[src/rtl/adc_rd_pkg.sv]
`timescale 1ns/1ps
// Shared types and helpers for the parallel ADC read controller.
// Assumes: times are given as integer nanoseconds, the clock as picoseconds.
package adc_rd_pkg;

    // Sequencer states, in the order a normal conversion walks them.
    typedef enum logic [2:0] {
        ST_IDLE,
        ST_CSETUP,
        ST_CPULSE,
        ST_WAITB,
        ST_RSETUP,
        ST_RHI,
        ST_RLO,
        ST_EMIT
    } rd_state_t;

    // Rounds a time in ns up to whole clock cycles, never below one.
    function automatic int ns_to_cyc(input int t_ns, input int clk_ps);
        int c;
        c = (t_ns * 1000 + clk_ps - 1) / clk_ps;
        return (c < 1) ? 1 : c;
    endfunction

endpackage

[src/rtl/adc_rd_timer.sv]
`timescale 1ns/1ps
// Loadable down-counter. After a load of N, done is high N cycles later.
// Assumes: load wins over counting; done holds until the next load.
module adc_rd_timer #(
    parameter int W = 8
) (
    input  logic         clk,
    input  logic         rst_n,
    input  logic         load,
    input  logic [W-1:0] load_val,
    output logic         done
);
    logic [W-1:0] cnt_q;

    // Count down towards zero, reload on request.
    always_ff @(posedge clk) begin
        if (!rst_n)
            cnt_q <= '0;
        else if (load)
            cnt_q <= load_val;
        else if (cnt_q != '0)
            cnt_q <= cnt_q - 1'b1;
    end

    assign done = (cnt_q == '0);
endmodule

[src/rtl/adc_rd_sync.sv]
`timescale 1ns/1ps
// Multi-stage synchroniser for a single asynchronous level.
// Assumes: STAGES >= 1; the reset value is the line's idle level.
module adc_rd_sync #(
    parameter int   STAGES  = 2,
    parameter logic RST_VAL = 1'b1
) (
    input  logic clk,
    input  logic rst_n,
    input  logic d,
    output logic q
);
    logic [STAGES-1:0] chain_q;

    generate
        if (STAGES == 1) begin : g_single
            // Single flop capture.
            always_ff @(posedge clk) begin
                if (!rst_n) chain_q <= RST_VAL;
                else        chain_q <= d;
            end
        end else begin : g_chain
            // Shift the level through the chain.
            always_ff @(posedge clk) begin
                if (!rst_n) chain_q <= {STAGES{RST_VAL}};
                else        chain_q <= {chain_q[STAGES-2:0], d};
            end
        end
    endgenerate

    assign q = chain_q[STAGES-1];
endmodule

[src/rtl/adc_rd_assemble.sv]
`timescale 1ns/1ps
// Rebuilds a result wider than one bus lane from two transfers.
// The first transfer carries the top LANE_W bits. The second carries the
// remaining low bits left-aligned in the lane.
// Assumes: LANE_W < RES_W <= 2*LANE_W; cap_hi precedes cap_lo.
module adc_rd_assemble #(
    parameter int RES_W  = 12,
    parameter int LANE_W = 8
) (
    input  logic              clk,
    input  logic              rst_n,
    input  logic [LANE_W-1:0] lane,
    input  logic              cap_hi,
    input  logic              cap_lo,
    output logic [RES_W-1:0]  sample
);
    localparam int LOW_W = RES_W - LANE_W;

    logic [LANE_W-1:0] hi_q;
    logic [RES_W-1:0]  sample_q;
    logic [LOW_W-1:0]  lo_bits;

    // Low bits sit at the top of the lane during the second transfer.
    assign lo_bits = lane[LANE_W-1 -: LOW_W];

    // Hold the first transfer until the second arrives.
    always_ff @(posedge clk) begin
        if (!rst_n)      hi_q <= '0;
        else if (cap_hi) hi_q <= lane;
    end

    // Publish the full word once the second transfer is captured.
    always_ff @(posedge clk) begin
        if (!rst_n)      sample_q <= '0;
        else if (cap_lo) sample_q <= {hi_q, lo_bits};
    end

    assign sample = sample_q;
endmodule

[src/rtl/adc_rd_ctrl.sv]
`timescale 1ns/1ps
// Host-side sequencer for a 12-bit converter with an 8-bit parallel lane.
// It starts a conversion with a timed read/convert and chip-select pulse,
// waits for busy to fall and rise, reads two byte transfers, reassembles
// the sample and enforces the minimum spacing between starts.
// Assumes: busy is asynchronous and is synchronised here; adc_data is stable
// by the end of the access window, so it is captured directly.
module adc_rd_ctrl
    import adc_rd_pkg::*;
#(
    parameter int CLK_PS      = 5000,
    parameter int PULSE_NS    = 40,
    parameter int SETUP_NS    = 10,
    parameter int ACCESS_NS   = 83,
    parameter int SPACING_NS  = 10000,
    parameter int TIMEOUT_NS  = 12000,
    parameter int SYNC_STAGES = 2,
    parameter int RES_W       = 12,
    parameter int LANE_W      = 8
) (
    input  logic              clk,
    input  logic              rst_n,
    input  logic              start_req,
    output logic              start_ready,
    output logic              adc_rc_n,
    output logic              adc_cs_n,
    output logic              adc_byte,
    input  logic              adc_busy,
    input  logic [LANE_W-1:0] adc_data,
    output logic [RES_W-1:0]  sample,
    output logic              sample_valid,
    output logic              timeout_pulse
);
    localparam int PULSE_CYC   = ns_to_cyc(PULSE_NS, CLK_PS);
    localparam int SETUP_CYC   = ns_to_cyc(SETUP_NS, CLK_PS);
    localparam int ACCESS_CYC  = ns_to_cyc(ACCESS_NS, CLK_PS);
    localparam int SPACE_CYC   = ns_to_cyc(SPACING_NS, CLK_PS);
    localparam int TIMEOUT_CYC = ns_to_cyc(TIMEOUT_NS, CLK_PS);
    localparam int PH_MAX_A    = (SETUP_CYC > PULSE_CYC) ? SETUP_CYC : PULSE_CYC;
    localparam int PH_MAX      = (PH_MAX_A > ACCESS_CYC + 1) ? PH_MAX_A : ACCESS_CYC + 1;
    localparam int PH_W        = $clog2(PH_MAX + 1);
    localparam int SP_W        = $clog2(SPACE_CYC + 1);
    localparam int TO_W        = $clog2(TIMEOUT_CYC + 1);

    rd_state_t        state_q, state_d;
    logic             ph_load, ph_done;
    logic [PH_W-1:0]  ph_val;
    logic             sp_load, sp_done;
    logic             to_load, to_done;
    logic             busy_s;
    logic             seen_low_q;
    logic             busy_cycle_done;
    logic             cap_hi, cap_lo;
    logic             to_pulse_q;

    // Bring the converter's busy line into the clock domain.
    adc_rd_sync #(.STAGES(SYNC_STAGES), .RST_VAL(1'b1)) u_busy_sync (
        .clk   (clk),
        .rst_n (rst_n),
        .d     (adc_busy),
        .q     (busy_s)
    );

    // Times the setup, convert pulse and byte access phases.
    adc_rd_timer #(.W(PH_W)) u_phase_tmr (
        .clk      (clk),
        .rst_n    (rst_n),
        .load     (ph_load),
        .load_val (ph_val),
        .done     (ph_done)
    );

    // Minimum distance between two conversion starts.
    adc_rd_timer #(.W(SP_W)) u_space_tmr (
        .clk      (clk),
        .rst_n    (rst_n),
        .load     (sp_load),
        .load_val (SP_W'(SPACE_CYC - 1)),
        .done     (sp_done)
    );

    // Limit on the busy handshake.
    adc_rd_timer #(.W(TO_W)) u_tout_tmr (
        .clk      (clk),
        .rst_n    (rst_n),
        .load     (to_load),
        .load_val (TO_W'(TIMEOUT_CYC - 1)),
        .done     (to_done)
    );

    // Reassemble the two byte transfers into one sample.
    adc_rd_assemble #(.RES_W(RES_W), .LANE_W(LANE_W)) u_asm (
        .clk    (clk),
        .rst_n  (rst_n),
        .lane   (adc_data),
        .cap_hi (cap_hi),
        .cap_lo (cap_lo),
        .sample (sample)
    );

    assign busy_cycle_done = seen_low_q && busy_s;

    // Next-state, timer loads and capture strobes.
    always_comb begin
        state_d = state_q;
        ph_load = 1'b0;
        ph_val  = '0;
        sp_load = 1'b0;
        to_load = 1'b0;
        cap_hi  = 1'b0;
        cap_lo  = 1'b0;
        unique case (state_q)
            ST_IDLE: begin
                if (start_req && sp_done) begin
                    state_d = ST_CSETUP;
                    ph_load = 1'b1;
                    ph_val  = PH_W'(SETUP_CYC - 1);
                    sp_load = 1'b1;
                end
            end
            ST_CSETUP: begin
                if (ph_done) begin
                    state_d = ST_CPULSE;
                    ph_load = 1'b1;
                    ph_val  = PH_W'(PULSE_CYC - 1);
                end
            end
            ST_CPULSE: begin
                if (ph_done) begin
                    state_d = ST_WAITB;
                    to_load = 1'b1;
                end
            end
            ST_WAITB: begin
                if (busy_cycle_done) begin
                    state_d = ST_RSETUP;
                    ph_load = 1'b1;
                    ph_val  = PH_W'(SETUP_CYC - 1);
                end else if (to_done) begin
                    state_d = ST_IDLE;
                end
            end
            ST_RSETUP: begin
                if (ph_done) begin
                    state_d = ST_RHI;
                    ph_load = 1'b1;
                    ph_val  = PH_W'(ACCESS_CYC);
                end
            end
            ST_RHI: begin
                if (ph_done) begin
                    state_d = ST_RLO;
                    cap_hi  = 1'b1;
                    ph_load = 1'b1;
                    ph_val  = PH_W'(ACCESS_CYC);
                end
            end
            ST_RLO: begin
                if (ph_done) begin
                    state_d = ST_EMIT;
                    cap_lo  = 1'b1;
                end
            end
            ST_EMIT: begin
                state_d = ST_IDLE;
            end
            default: state_d = ST_IDLE;
        endcase
    end

    // State register.
    always_ff @(posedge clk) begin
        if (!rst_n) state_q <= ST_IDLE;
        else        state_q <= state_d;
    end

    // Remember that busy went low during this handshake.
    always_ff @(posedge clk) begin
        if (!rst_n)
            seen_low_q <= 1'b0;
        else if (state_q != ST_WAITB)
            seen_low_q <= 1'b0;
        else if (!busy_s)
            seen_low_q <= 1'b1;
    end

    // Flag an abandoned handshake for one cycle.
    always_ff @(posedge clk) begin
        if (!rst_n)
            to_pulse_q <= 1'b0;
        else
            to_pulse_q <= (state_q == ST_WAITB) && !busy_cycle_done && to_done;
    end

    // Converter pins and host strobes decoded from the state.
    always_comb begin
        adc_rc_n      = !(state_q == ST_CSETUP || state_q == ST_CPULSE);
        adc_cs_n      = !(state_q == ST_CPULSE || state_q == ST_RHI || state_q == ST_RLO);
        adc_byte      = (state_q == ST_RLO);
        sample_valid  = (state_q == ST_EMIT);
        start_ready   = (state_q == ST_IDLE) && sp_done;
        timeout_pulse = to_pulse_q;
    end
endmodule

[config.mk]
export PLATFORM = sky130hd
export DESIGN_NAME = adc_rd_ctrl
export DESIGN_NICKNAME = d
export VERILOG_FILES = /design/src/rtl/adc_rd_pkg.sv /design/src/rtl/adc_rd_timer.sv /design/src/rtl/adc_rd_sync.sv /design/src/rtl/adc_rd_assemble.sv /design/src/rtl/adc_rd_ctrl.sv
export SDC_FILE = /design/constraint.sdc
export NUM_CORES = 1
export LEC_CHECK = 0
export BUFFER_PORTS_ARGS = -buffer_cell sky130_fd_sc_hd__clkbuf_2
export CORE_ASPECT_RATIO = 1.5
export CORE_MARGIN = 5
export CORE_UTILIZATION = 30
export DETAILED_ROUTE_END_ITERATION = 10
export GPL_TIMING_DRIVEN = 0
export PLACE_DENSITY_LB_ADDON = 0.12
export SYNTH_ARGS = -nofsm -noshare
export SYNTH_HDL_FRONTEND = slang
export SYNTH_HIERARCHICAL = 1
export SYNTH_SLANG_ARGS = --single-unit
[constraint.sdc]
create_clock -name clk -period 3.7 [get_ports clk]
set_input_delay 0.74 -clock clk [delete_from_list [all_inputs] [get_ports clk]]
set_output_delay 0.74 -clock clk [all_outputs]
set_load 0.005 [all_outputs]
==> results of run 1 <==
## sequential cells by signal, indices dropped and copies added (netlist names)
| name | flops |
|---|---|
| seen_low_q | 1 |
| u_asm/sample | 12 |
| state_q | 3 |
| u_phase_tmr/cnt_q | 5 |
| timeout_pulse | 1 |
| u_busy_sync/chain_q | 2 |
| u_tout_tmr/cnt_q | 12 |
| u_asm/hi_q | 8 |
| u_space_tmr/cnt_q | 11 |
## metal layers
metal / share of wire / up-vias
li1: - / 1241
met1: 0.43 / 1110
met2: 0.53 / 22
met3: 0.026 / 2
met4: 0.0070 / 0
met5: 0 / -
## power by group
part	switching, mW	leakage, nW	internal [mW]
Combinational	0.549	0.763	0.453
Clock	0.235	0.0723	0.259
Sequential	0.125	0.449	0.710
## stage by stage
step                      utilization  hold WS (ns)  std cells  instance area, µm²
after floorplan                     -         0.386        336                2900
after global placement          0.345         0.394        477                3190
after detailed placement        0.345         0.398        477                3190
after CTS                       0.361         0.417        485                3340
after global routing            0.361         0.451        485                3340
final                           0.361         0.411        485                3340
## kinds of logic after synthesis
kind of cell               synth area share
and+or+nand+nor                       0.269
AOI/OAI and AO/OA                     0.174
DFF                                   0.390
buffers and inverters                0.0568
muxes                                0.0745
xor gates and xnor gates             0.0155
adders and majority gates            0.0177
other                               0.00266
## cells in the mapped netlist (7+ instances only)
cell and number:
clkbuf_1 7, nor2b_1 25, a21oi_1 13, mux2i_1 21, o21ai_0 20, nor2_1 13, or4_1 8, dfxtp_1 55
nand2_1 19, inv_1 13, nand3_1 13
## final cells by class
type                    instances  area [µm²]  area share
clock buffers                   5         125      0.0374
repair buffers                 29         145      0.0434
well taps                     112         140      0.0419
plain buffers                  17         104      0.0311
multi-input cells             249        1640       0.492
clock inverters                 3        27.5     0.00824
inverters                      15        56.3      0.0168
flip-flops and latches         55        1100       0.329
## path summary, 6_finish.rpt
path,from,endpoint,slack (ns),cells past startpoint
worst min-delay path,u_busy_sync/chain_q[0],u_busy_sync/chain_q[1],0.41,1
worst max-delay path,u_space_tmr/cnt_q[0],start_ready,0.42,7
worst min register to register,u_busy_sync/chain_q[0],u_busy_sync/chain_q[1],0.41,1
worst max register to register,u_space_tmr/cnt_q[0],u_space_tmr/cnt_q[7],0.55,10
==> impl_metrics.yaml, run 1 <==
status:
  status: "completed"
logic_synthesis:
  seq_area_frac_synth: 0.390
  syn_area_um2: 2820
  yosys.area.top_type: "dfxtp_1"
  synth.avg_cell_area_um2: 8.99
  synth_edf_count: 0
  ys_top_cells_by_area: "dfxtp_1 (39%), mux2i_1 (7.5%), nor2b_1 (5.5%)"
  ys_warn_count: 6
  synth_top_area_frac: 0.390
  ys.flop_type: "dfxtp_1"
  synthArstFlopShare: 0
  netlist_instances: 314
  ys_seq_elements: 55
  synth_cell_types: 59
clocking:
  clockBufferDepth: 2
  h-tree-depth: 2
  tritoncts: "yes"
  root_buffer: "clkbuf_16"
  post_cts_resize_count: 0
  cts_buffers: 5
  cts.sinks: 55
  cts_hold_buf: 0
  cts_setup_buffers: 0
  clk_latency_ns: 0.29
  clk_pin_slew_ns: 0.08
routing:
  wirelength_mm: 6.16
  drt-initial-drc-count: 76
  vias_per_cell: 4.90
  detail_route.first_pass.iterations: 4
  wire_per_inst_um: 12.7
  detail-route-antenna-nets: 0
  drc: 0
  dr_total_vias: 2375
timing:
  drv_slew: 0
  hold_viol: 0
  slew_headroom: 0.600
  skew_ns: 0.00542
  max_freq_ghz: 0.305
  min_period_ns: 3.28
  setup_viol: 0
  fin_setup_tns_ns: 0
  worst_slew_pin_slew_ns: 0.595
  fin_crit_sh: 0.886
  rsz0062_at_grt: "false"
  layout_setup_ws_ns: 0.421
critical_path:
  cp-start-kind: "register"
  crit_arrival_ns: 2.54
  crit_buf_inv: 3
  critPathKind: "register to output port"
  cp_cell_sequence: "inv_1 -> ha_1 -> or4b_1 -> buf_2 -> nor4_4 -> nor4b_2 -> clkbuf_2"
  critPathRequiredTime_ns: 2.96
  crit_path_end_kind: "output port"
  worst_path_max_delay_cell: "nor4_4"
  cpLargestDelayFamily: "simple AND/OR/NAND/NOR gates"
  path_max_fanout: 9
  cpPeakStageDelay_ns: 0.50
cells_and_area:
  final_cell_mix: "dfxtp_1 (55), clkbuf_2 (29), nor2b_1 (25), conb_1 (24), mux2i_1 (21)"
  layout_commonest_cell: "dfxtp_1"
  fillers: 988
  syn_to_final_growth_pct: 18.4
  diodes: 0
  finalNetCount: 388
  drive_gt1_frac: 0.169
global_routing:
  use_met2: 0.205
  grt-ovfl-total: 0
  grt.busiest_layer: "met2"
  grt_usage: 0.116
  antenna_found_initial: 0
  grt_max_degree: 22
  use_met1: 0.137
  grt_pass1_vias: 2288
  grt_use_met3: 0.0263
  grt_pass1_wl_mm: 10.8
die:
  die_h_um: 129
  ios: 30
  core_um2: 9250
  die_x_um: 89.2
  rows: 43
  die-area_um2: 11500
  start_util: 0.305
place:
  preCtsSetupSlack_ns: 0.553
  io_buffers: 29
  dp_hpwl_mm: 4.56
  gp_congestion: 0.783
run:
  maxCapViolCount: 0
power:
  total_power_mw: 2.33
  powerDensity_nw_per_um2: 697
  p_leak_nw: 1.28
  ir_drop_uv: 382
worst_hold_path:
  hold_class: "register to register"
No activity file was read; power rests on OpenSTA's default activity.
==> inputs of run 2 (changes only) <==
--- a/config.mk
+++ b/config.mk
@@ -6,7 +6,6 @@
 export NUM_CORES = 1
 export LEC_CHECK = 0
 export BUFFER_PORTS_ARGS = -buffer_cell sky130_fd_sc_hd__clkbuf_2
-export CORE_ASPECT_RATIO = 1.5
 export CORE_MARGIN = 5
 export CORE_UTILIZATION = 30
 export DETAILED_ROUTE_END_ITERATION = 10
==> run 2 against run 1 <==
Register-to-register slack got worse by 0.02 ns. Critical path depth unchanged. Sequential power barely moved. Final cell count decreased by 0.21%. Routed wire length shrank 1.1%. Utilization shrank 0.36 points. Highest routed layer unchanged. Worst setup slack got worse by 0.062 ns. Largest power group unchanged. Combinational power is essentially flat. Count of clock-buffer cells in the layout stayed put. Clock skew increased by 0.0075 ns.
==> impl_metrics.yaml, run 2 (synthesis results as in run 1) <==
power:
  ir_drop_uv: 201
  p_leak_nw: 1.26
  powerDensity_nw_per_um2: 670
clocking:
  cts_buffers: 5
  cts_setup_buffers: 0
  cts.sinks: 55
  clockBufferDepth: 2
  clk_pin_slew_ns: 0.11
  post_cts_resize_count: 0
  clk_latency_ns: 0.31
  cts_hold_buf: 0
  root_buffer: "clkbuf_8"
  h-tree-depth: 2
  tritoncts: "yes"
global_routing:
  grt_usage: 0.113
  grt_max_degree: 22
  grt-ovfl-total: 0
  antenna_found_initial: 0
  grt_pass1_vias: 2263
  grt_pass1_wl_mm: 10.6
place:
  gp_congestion: 0.803
  dp_hpwl_mm: 4.47
  io_buffers: 29
critical_path:
  crit-reg2reg-launch: "u_space_tmr/cnt_q[0]"
  crit_path_end_kind: "output port"
  crit_cells: 7
  critPathKind: "register to output port"
  cpLargestDelayFamily: "simple AND/OR/NAND/NOR gates"
  crit_buf_inv: 3
  crit_arrival_ns: 2.60
  cpPeakStageDelay_ns: 0.50
  critPathRequiredTime_ns: 2.96
  r2r_slack_ns: 0.53
  cp-start-kind: "register"
  path_max_fanout: 9
  worst_path_max_delay_cell: "nor4_4"
  worstReg2RegEnd: "u_space_tmr/cnt_q[7]"
  cp_cell_sequence: "inv_1 -> ha_1 -> or4b_1 -> buf_2 -> nor4_4 -> nor4b_2 -> clkbuf_2"
  cp-endpoint: "start_ready"
  startpoint: "u_space_tmr/cnt_q[0]"
  r2r_cells: 10
die:
  die_h_um: 107
  core_um2: 9200
  rows: 35
  start_util: 0.307
  die_x_um: 107
  die-area_um2: 11400
  ios: 30
timing:
  worst_slew_pin_slew_ns: 0.606
  min_period_ns: 3.34
  rsz0062_at_grt: "false"
  skew_ns: 0.0129
  slew_headroom: 0.592
  drv_slew: 0
  setup_viol: 0
  worst_hold_slack_ns: 0.423
  fin_crit_sh: 0.903
  fin_setup_tns_ns: 0
  max_freq_ghz: 0.299
  hold_viol: 0
cells_and_area:
  diodes: 0
  final_cell_mix: "dfxtp_1 (55), clkbuf_2 (29), nor2b_1 (25), conb_1 (24), mux2i_1 (21)"
  drive_gt1_frac: 0.169
  syn_to_final_growth_pct: 16.5
  layout_commonest_cell: "dfxtp_1"
  finalNetCount: 388
routing:
  wirelength_mm: 6.09
  vias_per_cell: 4.83
  wire_per_inst_um: 12.6
  dr_total_vias: 2338
  detail_route.first_pass.iterations: 4
  drc: 0
  drt-initial-drc-count: 86
  detail-route-antenna-nets: 0
status:
  status: "completed"
worst_hold_path:
  hold_class: "register to register"
run:
  maxCapViolCount: 0
run 2: cell count changes in the layout (fill, tap and decap cells not counted), sizes merged:
cell / previous run / this run
clkinvlp: 1 / 0
clkinv: 0 / 1
run 2: final cells by class:
| class | instances | area, µm² |
|---|---|---|
| buffer | 17 | 104 |
| clock buffer | 5 | 68.8 |
| clock inverter | 3 | 31.3 |
| fill | 980 | 5910 |
| inverter | 15 | 56.3 |
| multi-input combinational | 249 | 1640 |
| sequential | 55 | 1100 |
| tap | 111 | 139 |
| timing repair buffer | 29 | 145 |
run 2: power by group:
part	leakage [nW]	internal, mW	switching (mW)
Combinational	0.763	0.452	0.545
Clock	0.0522	0.145	0.223
Sequential	0.449	0.710	0.128
Total	1.26	1.31	0.896
run 2: worst min-delay path by stage:
stage	startpoint	to	slack (ns)	cells after the start
after floorplan	u_busy_sync/chain_q[0]	u_busy_sync/chain_q[1]	0.39	1
after global placement	u_busy_sync/chain_q[0]	u_busy_sync/chain_q[1]	0.39	1
after detailed placement	u_busy_sync/chain_q[0]	u_busy_sync/chain_q[1]	0.40	1
after CTS	u_busy_sync/chain_q[0]	u_busy_sync/chain_q[1]	0.43	1
after global routing	u_busy_sync/chain_q[0]	u_busy_sync/chain_q[1]	0.46	1
final	u_busy_sync/chain_q[0]	u_busy_sync/chain_q[1]	0.42	1
run 2: metal layers:
metal | vias up | share of wire | global-route usage
li1 | 1232 | - | -
met1 | 1070 | 0.50 | 0.152
met2 | 32 | 0.46 | 0.182
met3 | 4 | 0.030 | 0.0247
met4 | 0 | 0.010 | 0.0338
met5 | - | 0 | 0
run 2: stage by stage:
| stage | instances | area [µm²] | utilization | worst slack, ns | power (mW) |
|---|---|---|---|---|---|
| 2_1_floorplan | 336 | 2900 | - | 0.969 | 1.62 |
| 3_3_place_gp | 476 | 3190 | 0.347 | 0.488 | 1.85 |
| 3_5_place_dp | 476 | 3190 | 0.347 | 0.523 | 1.85 |
| 4_1_cts | 484 | 3290 | 0.358 | 0.318 | 2.23 |
| 5_1_grt | 484 | 3290 | 0.358 | 0.116 | 2.42 |
| 6_report | 484 | 3290 | 0.358 | 0.359 | 2.20 |
